`config.mk`:
```
export PLATFORM = sky130hd
export DESIGN_NAME = rmask_gen
export DESIGN_NICKNAME = d
export VERILOG_FILES = /design/src/rtl/rmask_pkg.sv /design/src/rtl/rmask_bound.sv /design/src/rtl/rmask_merge.sv /design/src/rtl/rmask_outstage.sv /design/src/rtl/rmask_gen.sv
export SDC_FILE = /design/constraint.sdc
export NUM_CORES = 1
export LEC_CHECK = 0
export BUFFER_PORTS_ARGS = -buffer_cell sky130_fd_sc_hd__buf_2
export CORE_MARGIN = 10
export CORE_UTILIZATION = 30
export CTS_CLUSTER_SIZE = 20
export DETAILED_ROUTE_END_ITERATION = 6
export PLACE_DENSITY = 0.58
export SLEW_MARGIN = 10
export SYNTH_ARGS = -nofsm -noshare
export SYNTH_HDL_FRONTEND = slang
export SYNTH_SLANG_ARGS = --single-unit
```
`constraint.sdc`:
```
create_clock -name clk_i -period 3.45 [get_ports clk_i]
set_input_delay 0.345 -clock clk_i [delete_from_list [all_inputs] [get_ports clk_i]]
set_output_delay 0.345 -clock clk_i [all_outputs]
set_load 0.01 [all_outputs]
```
`src/rtl/rmask_pkg.sv`:
```
package rmask_pkg;
    parameter int unsigned RM_WIDTH = 64;
    localparam int unsigned RM_IDX_W = $clog2(RM_WIDTH);

    typedef struct packed {
        logic                valid;
        logic [RM_WIDTH-1:0] mask;
    } rm_out_t;
endpackage

```
`src/rtl/rmask_bound.sv`:
```
// Thermometer of one bound: selects every position at or after (KEEP_AFTER=1)
// or at or before (KEEP_AFTER=0) the given MSB-first index.
module rmask_bound #(
    parameter int unsigned W          = 64,
    parameter int unsigned IDX_W      = 6,
    parameter bit          KEEP_AFTER = 1'b1
) (
    input  logic [IDX_W-1:0] idx_i,
    output logic [W-1:0]     sel_o
);
    for (genvar j = 0; j < W; j++) begin : g_pos
        localparam logic [IDX_W-1:0] POS = IDX_W'(W - 1 - j);
        if (KEEP_AFTER) begin : g_after
            assign sel_o[j] = (POS >= idx_i);
        end else begin : g_before
            assign sel_o[j] = (POS <= idx_i);
        end
    end
endmodule

```
`src/rtl/rmask_merge.sv`:
```
// Joins the two thermometers: intersection for a plain span, union on wrap.
module rmask_merge #(
    parameter int unsigned W     = 64,
    parameter int unsigned IDX_W = 6
) (
    input  logic [IDX_W-1:0] start_i,
    input  logic [IDX_W-1:0] stop_i,
    output logic [W-1:0]     mask_o
);
    logic [W-1:0] from_start;
    logic [W-1:0] upto_stop;
    logic         wraps;

    rmask_bound #(.W(W), .IDX_W(IDX_W), .KEEP_AFTER(1'b1)) u_lo (
        .idx_i (start_i),
        .sel_o (from_start)
    );

    rmask_bound #(.W(W), .IDX_W(IDX_W), .KEEP_AFTER(1'b0)) u_hi (
        .idx_i (stop_i),
        .sel_o (upto_stop)
    );

    always_comb begin
        wraps  = (start_i > stop_i);
        mask_o = wraps ? (from_start | upto_stop) : (from_start & upto_stop);
    end
endmodule

```
`src/rtl/rmask_outstage.sv`:
```
module rmask_outstage #(
    parameter bit REG_OUT = 1'b1
) (
    input  logic                                clk_i,
    input  logic                                rst_i,
    input  logic                                valid_i,
    input  logic [rmask_pkg::RM_WIDTH-1:0]      mask_i,
    output logic                                valid_o,
    output logic [rmask_pkg::RM_WIDTH-1:0]      mask_o
);
    import rmask_pkg::*;

    rm_out_t out_d;

    always_comb begin
        out_d.valid = valid_i;
        out_d.mask  = mask_i;
    end

    if (REG_OUT) begin : g_reg
        rm_out_t out_q;

        always_ff @(posedge clk_i) begin
            if (rst_i) begin
                out_q <= '0;
            end else begin
                out_q <= out_d;
            end
        end

        assign valid_o = out_q.valid;
        assign mask_o  = out_q.mask;

        // strobe is delayed by exactly one cycle
        p_valid_delay_r6: assert property (@(posedge clk_i) disable iff (rst_i)
            valid_i |=> valid_o);
        p_idle_delay_r6: assert property (@(posedge clk_i) disable iff (rst_i)
            !valid_i |=> !valid_o);
        // synchronous reset empties the stage
        p_reset_clear_r7: assert property (@(posedge clk_i)
            rst_i |=> (!valid_o && mask_o == '0));
    end else begin : g_pass
        assign valid_o = out_d.valid;
        assign mask_o  = out_d.mask;
    end
endmodule

```
`src/rtl/rmask_gen.sv`:
```
module rmask_gen #(
    parameter int unsigned W       = rmask_pkg::RM_WIDTH,
    parameter bit          REG_OUT = 1'b1,
    localparam int unsigned IDX_W  = $clog2(W)
) (
    input  logic             clk_i,
    input  logic             rst_i,
    input  logic             valid_i,
    input  logic [IDX_W-1:0] start_i,
    input  logic [IDX_W-1:0] stop_i,
    output logic [W-1:0]     mask_o,
    output logic             valid_o
);
    logic [W-1:0] mask_c;

    rmask_merge #(.W(W), .IDX_W(IDX_W)) u_merge (
        .start_i (start_i),
        .stop_i  (stop_i),
        .mask_o  (mask_c)
    );

    rmask_outstage #(.REG_OUT(REG_OUT)) u_out (
        .clk_i   (clk_i),
        .rst_i   (rst_i),
        .valid_i (valid_i),
        .mask_i  (mask_c),
        .valid_o (valid_o),
        .mask_o  (mask_o)
    );

    // both end indices map to mask bit W-1-index and are set
    p_endpoints_r1: assert property (@(posedge clk_i) disable iff (rst_i)
        valid_i |-> (mask_c[W-1-int'(start_i)] && mask_c[W-1-int'(stop_i)]));
    // plain span population equals its inclusive length
    p_span_count_r2: assert property (@(posedge clk_i) disable iff (rst_i)
        (valid_i && start_i <= stop_i) |->
            ($countones(mask_c) == int'(stop_i) - int'(start_i) + 1));
    // wrapped span leaves a gap of start-stop-1 zero bits
    p_wrap_count_r3: assert property (@(posedge clk_i) disable iff (rst_i)
        (valid_i && start_i > stop_i) |->
            ($countones(mask_c) == int'(W) - (int'(start_i) - int'(stop_i) - 1)));
    // equal indices select exactly one bit
    p_single_bit_r4: assert property (@(posedge clk_i) disable iff (rst_i)
        (valid_i && start_i == stop_i) |-> $onehot0(mask_c) && (mask_c != '0));
endmodule

```
### Word-level counts from Yosys, hierarchy flattened

Cells that the tools add are included.

| storage, ports and cells | value |
|---|---|
| output and inout port bits | 65 |
| logic and storage cells | 134 |
| bits in registers | 65 |
| bits of input ports | 15 |

| cells by class | value |
|---|---|
| bitwise operators | 2 |
| multiplexer cells | 1 |
| order comparisons | 129 |

Operators by type and width:

| kind | number |
|---|---|
| >= comparator 6 bit (first input constant) | 32 |
| <= comparator 6 bit (first input constant) | 32 |
| >= comparator 5 x 6 -> 1 bit (first input constant) | 16 |
| <= comparator 5 x 6 -> 1 bit (first input constant) | 16 |
| AND 64 bit | 1 |
| two-way mux 64 bit | 1 |
| OR 64 bit | 1 |
| >= comparator 4 x 6 -> 1 bit (first input constant) | 8 |
| <= comparator 4 x 6 -> 1 bit (first input constant) | 8 |
| >= comparator 3 x 6 -> 1 bit (first input constant) | 4 |
| <= comparator 3 x 6 -> 1 bit (first input constant) | 4 |
| >= comparator 1 x 6 -> 1 bit (first input constant) | 2 |
| >= comparator 2 x 6 -> 1 bit (first input constant) | 2 |
| <= comparator 1 x 6 -> 1 bit (first input constant) | 2 |
| <= comparator 2 x 6 -> 1 bit (first input constant) | 2 |
| > comparator 6 bit | 1 |

### Logic depth before layout (Yosys ltp)

Gate-level depths: netlist of run 1.

| depth | value |
|---|---|
| word-level depth | 3 |
| depth in mapped cells | 10 |
| gate-level depth less buffers | 7 |

### Hierarchy

Synthesis of run 1 repeated with hierarchy kept, for this count alone.

| unflattened totals | value |
|---|---|
| cell total of the unflattened synthesis | 440 |
| area total of the unflattened synthesis | 3891.2 um^2 |

By module, submodules not included:

| module | area an instance (um^2) | times used | cells each | seq. area each (um^2) |
|---|---|---|---|---|
| rmask_outstage | 1855.5 | 1 | 137 | 1301.2 |
| rmask_merge | 883.3 | 1 | 90 | 0.0 |
| rmask_bound at u_merge.u_hi | 599.3 | 1 | 109 | 0.0 |
| rmask_bound at u_merge.u_lo | 553.0 | 1 | 104 | 0.0 |

### Least setup slack after synthesis of run 1

OpenSTA, ideal clock, no wires.

| path | value |
|---|---|
| path kind | in2reg |
| from | input port stop_i[5] |
| to | register u_out.g_reg.out_q, in the netlist u_out.mask_o[29] |
| setup time | 128 ps |
| buffers on the path | 2 |
| arrival | 1906 ps |
| required time | 3322 ps |
| cell stages on the path | 8 |
| path slack | 1416 ps |
| path through | buf_4 -> inv_2 -> ha_1 -> a21o_1 -> o31ai_4 -> buf_6 -> maj3_2 -> nor2_1 |

| on the way | value |
|---|---|
| word-level cells in the longest chain between the ends | 3 |
| elaborated cells on any way between the ends | 5 |
| those cells by class | order compare: 2; mux: 1; bitwise: 2 |

RTL lines:

| what | line | source |
|---|---|---|
| start: declaration | rmask_gen.sv:10 | `input logic [IDX_W-1:0] stop_i,` |
| <= comparator 6 bit | rmask_bound.sv:16 | `assign sel_o[j] = (POS <= idx_i);` |
| AND 64 bit or OR 64 bit (tied branches) | rmask_merge.sv:26 | `mask_o = wraps ? (from_start \| upto_stop) : (from_start & upto_stop);` |
| two-way mux 64 bit (*) | rmask_merge.sv:26 |  |
| end signal: assignment | rmask_outstage.sv:27 | `out_q <= out_d;` |
| end: declaration | rmask_outstage.sv:21 | `rm_out_t out_q;` |

Every way passes the cells marked *; elsewhere a longest branch is shown, timed or not.
A chain may end at the register's enable or synchronous reset.

### Final worst setup path of run 1

| path | value |
|---|---|
| from | input port start_i[3] |
| to | register u_out.g_reg.out_q, in the netlist u_out.mask_o[32] |

| on the way | value |
|---|---|
| word-level cells in the longest chain between the ends | 3 |
| elaborated cells on any way between the ends | 5 |
| those cells by class | order compare: 2; mux: 1; bitwise: 2 |

RTL lines:

| what | line | source |
|---|---|---|
| start: declaration | rmask_gen.sv:9 | `input logic [IDX_W-1:0] start_i,` |
| >= comparator 5 x 6 -> 1 bit | rmask_bound.sv:14 | `assign sel_o[j] = (POS >= idx_i);` |
| AND 64 bit or OR 64 bit (tied branches) | rmask_merge.sv:26 |  |
| two-way mux 64 bit (*) | rmask_merge.sv:26 |  |

Marks and branches as above.

==> impl_results.md, run 1 <==
- Outcome: finished clean
- Dpl hpwl: 9.06 mm
- Avg Inst Size Synth: 8.24 um2
- Post-DP Area: between 3000 and 4000 um2
- Fin area: 4220 um2
- Via-per-instance ratio: 5.27
- Min-Delay Path Class: in2reg
- P per Cell Area: 539 nW/um2
- Clock-pin slew on the worst setup and hold paths: roughly 60 ps
- Sinks on Clock Net: 65
- Antenna cells: 0
- Number of synthesized flops with an enable pin: 0
- CP arrival: 2840 ps
- Root Buffer: clkbuf_16
- Hold Buf Count CTS: 0
- Layout cell share with drive strength beyond 1: 31.1%
- Die Span Y: 128 um
- Top cells by area, synth: dfxtp_1, maj3_2, nor2_1, a21oi_1, nand2_1
- Core Box Area: 11400 um2
- Synth Flop Type: dfxtp_1
- Crit path capture type: flip-flop
- IO Count: 80
- GRT Total Usage: 14.9%
- Main combinational cell family by area after synthesis: compound AO/OA/AOI/OAI gates
- Total CTS buffers: 9
- Vias after detailed routing: between 3000 and 4000
- I/O Buffers: 79
- Critical Path RT: between 3000 and 4000 ps
- Final min period: roughly 2600 ps
- Crit path kind: in2reg
- Placement Rows: 39
- Stages on worst setup path: 8
- CP endpoint: u_out.mask_o[32]$_SDFF_PP0_
- Fmax achieved: 380 MHz
- RSZ-0062 raised after global routing: false
- Fin. Hold Viols: 0
- Starting DRT DRC Count: approximately 260
- GP Congestion: 0.938
- Crit path from: start_i[3]
- Worst Slack Setup Final: slightly above 800 ps
- Post-Place Worst Slack: just under 500 ps
- CTS tree: built
- Asr flop ratio synth: 0%
- Most frequent cells after synthesis: dfxtp_1, nor2_1, a21oi_1
- Max-cap violations: 0
- Postcts setup bufs: 0
- Syn nets: 446
- GRT overflow: 0
- Net count, final: 511
- Initial antenna violation count: 0
- Area grow syn2layout: 20.4%
- Post-synthesis compound-gate area fraction: 23.2%
- Number of synthesized register bits: 65
- Worst-path fanout max: 24
- First-pass iteration count of the detailed router: 5
- Final period util: 76.4%
- Buf/Inv on CP: 2
- Drt drc: 0
- H-tree depth: 3
- Synth Area in Adders: roughly 15%
- Post-cts sizing count: 0
- Share of Yosys cell area claimed by the top area cell type: between 30% and 40%
- Post-synthesis cell type with the largest combined area: dfxtp_1
- Post-route ant nets: 0
- Die W: 128 um
- Cell variety after synth: 48
- Post-Synthesis Cells: about 430
- Mux cell area share after synthesis: 0%
- Cell area after synthesis: 3500 um2
- Total die area: approximately 16000 um2
- Max VDD drop: 0.307 mV
- Largest net degree at the start of global routing: 39
- Final Setup Violations: 0
- Worst path slowest cell: o31ai_4
- Synth Warn #: 0
- Post-synthesis simple-gate area fraction: 16.5%
- Slew Viols, Final: 0
- Sequential fraction of the synthesis area: 37.2%
- Most numerous cell in the Yosys netlist: dfxtp_1
- Setup TNS: 0 ps
- CP delay by family, top: compound AO/OA/AOI/OAI gates
- Starting Density: 30.7%
- Via count of the first global-routing pass: 3354
- Normalized max-slew margin: 20.9%
- Pin slew with the least headroom to its limit: 1190 ps
- First-pass GRT wire length: between 15 and 20 mm
- Post-Synth XOR/XNOR Area: 0%
- Worst Setup Start Kind: primary input
- Leak: about 1.8 nW
- Routed len/inst: 19.3 um
- CP max stage delay: 1000 ps
- Total wire length: 12.3 mm
- CP Cell Sequence: buf_2 > ha_1 > nand4_2 > a21oi_2 > o31ai_4 > buf_4 > maj3_2 > nor2_1
- Max Root-Sink Buffers: 2
==> layout make-up <==
class	instances	area [um2]
clock inverter	4	51.3
inverter	10	37.5
tap	143	179
fill	1224	7200
timing repair buffer	89	470
sequential	65	1300
multi-input combinational	315	1920
clock buffer	12	256
==> metrics by stage <==
step	hold slack, ps	cells	power, mW	utilization (%)
after floorplan	473	425	1.21	-
after global placement	570	622	1.37	34.2
after detailed placement	570	622	1.37	34.2
after CTS	216	638	2.30	36.9
after global routing	247	638	2.39	36.9
final	222	638	2.27	36.9
==> metal layers <==
| metal | share of wire [%] | wire, um | GRT usage, % |
|---|---|---|---|
| met5 | 0 | 0 | 0 |
| met4 | 2.5 | 310 | 5.70 |
| met3 | 12 | 1460 | 6.58 |
| met2 | 43 | 5370 | 22.8 |
| met1 | 42 | 5210 | 18.0 |
==> worst min-delay path by stage <==
stage	start	endpoint	slack [ps]	cells past startpoint
floorplan	valid_i	u_out.valid_o$_SDFF_PP0_	470	1
global placement	valid_i	u_out.valid_o$_SDFF_PP0_	570	2
detailed placement	valid_i	u_out.valid_o$_SDFF_PP0_	570	2
CTS	valid_i	u_out.valid_o$_SDFF_PP0_	220	2
global route	valid_i	u_out.valid_o$_SDFF_PP0_	250	2
finish	valid_i	u_out.valid_o$_SDFF_PP0_	220	2
==> flip-flops by register name, summed over array words and instances (netlist names) <==
register	flops
u_out.valid_o	1
u_out.mask_o	64
==> power by group <==
| part | switching, mW | total [mW] | internal [mW] |
|---|---|---|---|
| combinational | 0.316 | 0.509 | 0.193 |
| clock | 0.321 | 0.919 | 0.598 |
| sequential | 0.0165 | 0.843 | 0.827 |
==> cells by family after synthesis <==
family,after synthesis
adders and majority gates,47
DFF,65
AOI/OAI and AO/OA,132
buffers and inverters,45
and+or+nand+nor,136
==> layout by cell type, fill, tap and decap left out, types with 2 or more instances in the layout <==
cell type  instances
o21a_1             3
o21bai_1           3
o21ai_1            9
nand2_1           43
nand3_1           10
nor2b_1            3
clkbuf_16          9
inv_1              7
and2_1             4
o22ai_1            3
clkbuf_8           2
o221ai_1           4
nor3_1             2
a21oi_2            2
buf_2             79
a21oi_1           45
inv_2              3
a31o_2             2
dfxtp_1           65
a41oi_1            2
maj3_2            35
nor2_1            63
a21o_1             6
o21ai_0           30
ha_1               6
or2_1              2
o311ai_1           4
or3_1              2
a21boi_0           4
buf_4             10
o211ai_1           2
maj3_1             6
a31oi_1            7
(Power assumes the default switching activity.)
==> run 2: changes to the inputs <==
--- a/config.mk
+++ b/config.mk
@@ -5,6 +5,7 @@
 export SDC_FILE = /design/constraint.sdc
 export NUM_CORES = 1
 export LEC_CHECK = 0
+export ABC_AREA = 1
 export BUFFER_PORTS_ARGS = -buffer_cell sky130_fd_sc_hd__buf_2
 export CORE_MARGIN = 10
 export CORE_UTILIZATION = 30
==> constraint.sdc (replaced) <==
create_clock -name clk_i -period 2.6 [get_ports clk_i]
set_input_delay 0.26 -clock clk_i [delete_from_list [all_inputs] [get_ports clk_i]]
set_output_delay 0.26 -clock clk_i [all_outputs]
set_load 0.01 [all_outputs]
==> run 2 against run 1 <==
Net effect: cell area grew 13%; sequential cell count is the same; core utilization grew 0.54 points; combinational power grew 32%; clock-buffer cell count shrank 1; wire length grew 14%; critical endpoint is now u_out.mask_o[40]$_SDFF_PP0_; die area grew 10%; critical path depth grew 2; non-clock buffer count grew 1; clock power grew 31%; hold slack lost 100 ps.
==> impl_results.md, run 2 <==
- I/O Buffers: 79
- Final Setup Violations: 0
- Hold Crit Start: valid_i
- Setup TNS: 0 ps
- Largest net degree at the start of global routing: 27
- Final period util: 69.4%
- Dpl hpwl: 10.7 mm
- Hold depth: 3
- CP delay by family, top: buffers and inverters
- Via count of the first global-routing pass: 4280
- GRT Total Usage: between 10% and 20%
- Drt drc: 0
- H-tree depth: 3
- Commonest non-fill, non-tap cells in the layout: nand2_1, buf_2, inv_1, dfxtp_1, a21oi_1
- Leak: 2.45 nW
- Total die area: about 18000 um2
- Core Box Area: 12700 um2
- Crit path capture type: flip-flop
- Area grow syn2layout: 21.5%
- Hold Buf Count CTS: 0
- Crit path kind: in2reg
- Fmax achieved: approximately 550 MHz
- Combinational share of power: around 23%
- Slew Viols, Final: 0
- Max-cap violations: 0
- Cell variety after synth: 29
- Worst hold slack: between 100 and 150 ps
- Fin util: a little under two fifths
- Min-Delay Path Class: in2reg
- Post-route ant nets: 0
- Post-DP Area: 4470 um2
- Worst Setup Start Kind: primary input
- Final min period: approximately 1800 ps
- Fin. Hold Viols: 0
- Initial antenna violation count: 0
- Switch share: 30.7%
- Hold worst-path end: u_out.valid_o$_SDFF_PP0_
- First-pass iteration count of the detailed router: 5
- Stages on worst setup path: 10
- Clock-pin slew on the worst setup and hold paths: about 50 ps
- Root Buffer: clkbuf_16
- Post-Synthesis Cells: approximately 650
- Share of Yosys cell area claimed by the top area cell type: 33.2%
- Starting Density: 30.8%
- Vias after detailed routing: roughly 4300
- Asr flop ratio synth: 0%
- Crit path from: stop_i[4]
- RSZ-0062 raised after global routing: false
- Sequential fraction of design power: between 30% and 40%
- Via-per-instance ratio: 4.84
- Fill cell count: about 1400
- Most frequent cells after synthesis: nand2_1, dfxtp_1, inv_1
- Critical Path RT: 2860 ps
- Cell area after synthesis: roughly 3900 um2
- CP max stage delay: 310 ps
- Synth Flop Type: dfxtp_1
- Placement Rows: 41
- Placed insts: slightly below 900
- CP arrival: 2070 ps
- Syn nets: 667
- Layout cell share with drive strength beyond 1: 17.7%
- Max Root-Sink Buffers: 2
- GP Congestion: 0.998
- Normalized max-slew margin: 58.2%
- Sequential cell area: 1300 um2
- Pin slew with the least headroom to its limit: 621 ps
- Sequential fraction of the synthesis area: 33.2%
- Largest register FFs: 64
- Buf/Inv on CP: 3
- Max VDD drop: 0.269 mV
- CTS tree: built
- Most common cell after layout, fill and taps aside: nand2_1
- Starting DRT DRC Count: 444
- IO Count: 80
- Worst Slack Setup Final: roughly 800 ps
- P_int: 2.08 mW
- GRT overflow: 0
- Fin area: around 4800 um2
- Number of synthesized register bits: 65
- Post-Place Worst Slack: 464 ps
- Sinks on Clock Net: 65
- Die Span Y: 134 um
- Worst path slowest cell: ha_1
- Final Power: about 3.0 mW
- Avg Inst Size Synth: a little over 6 um2
- P per Cell Area: about 630 nW/um2
- Most numerous cell in the Yosys netlist: nand2_1
- CP Cell Sequence: buf_2 > inv_1 > ha_1 > nand2_1 > nor2_1 > nand2_1 > nand3_1 > nand2_2 > buf_4 > a21oi_1
- Synth Warn #: 0
- Clk pwr share: 40.1%
- Postcts setup bufs: 0
- Antenna cells: 0
- Fin cells: about 900
- Number of synthesized flops with an enable pin: 0
- Post-cts sizing count: 0
- Net count, final: 741
- Outcome: finished clean
- Multi-input logic area: between 2000 and 2500 um2
- Top cells by area, synth: dfxtp_1, nand2_1, a21oi_1, o21ai_0, nand3_1
- Net Switching: 0.918 mW
- Total CTS buffers: 9
- Die W: 134 um
- Worst-path fanout max: 16
- Routed len/inst: 15.7 um
- First-pass GRT wire length: approximately 23 mm
- CP most frequent cell: nand2_1
- Total wire length: 14.0 mm
- Post-synthesis cell type with the largest combined area: dfxtp_1
[run 2: changes by cell type after synthesis, moves of 8 or more]
cell,delta
a21oi_1,+17
buf_6,-8
inv_1,+58
maj3_2,-35
nand2_1,+173
nand3_1,+40
o21ai_0,+22
[run 2: final cells by class]
| cell class | instances | share of cell area, % |
|---|---|---|
| flip-flops and latches | 65 | 27.3 |
| repair buffers | 90 | 10.0 |
| clock inverters | 4 | 1.13 |
| clock buffers | 11 | 5.09 |
| inverters | 71 | 5.64 |
| multi-input cells | 483 | 46.3 |
| well taps | 172 | 4.52 |
[run 2: logic make-up after synthesis]
family / Yosys count / share of synthesized area, %
AND/OR/NAND/NOR: 349 / 37.2
AO/OA/AOI/OAI: 128 / 17.1
buffers and inverters: 98 / 10.7
flip-flops: 65 / 33.2
adder cells (fa/ha/maj): 6 / 1.91
[run 2: worst min-delay path: stages]
cell	delay [ps]
buf_2	80
inv_1	30
nor2_1	60
[run 2: worst max-delay path by stage]
| stage | end |
|---|---|
| after floorplan | u_out.mask_o[26]$_SDFF_PP0_ |
| after global placement | u_out.mask_o[7]$_SDFF_PP0_ |
| after detailed placement | u_out.mask_o[7]$_SDFF_PP0_ |
| after CTS | u_out.mask_o[7]$_SDFF_PP0_ |
| after global routing | u_out.mask_o[52]$_SDFF_PP0_ |
| final | u_out.mask_o[40]$_SDFF_PP0_ |
[run 2: power by group through the flow]
| stage | Sequential [mW] | Combinational [mW] | Clock [mW] |
|---|---|---|---|
| after floorplan | 1.20 | 0.369 | 0 |
| after global placement | 1.14 | 0.673 | 0 |
| after detailed placement | 1.14 | 0.672 | 0 |
| after CTS | 1.12 | 0.675 | 1.23 |
| after global routing | 1.13 | 0.760 | 1.27 |
| final | 1.12 | 0.674 | 1.20 |
[run 2: per-layer routing]
metal / wire [um] / share of wire, % / track usage [%]
met5: 0 / 0 / 0
met4: 371 / 2.6 / 6.77
met3: 1520 / 11 / 6.42
met2: 6100 / 43 / 24.1
met1: 6050 / 43 / 19.1
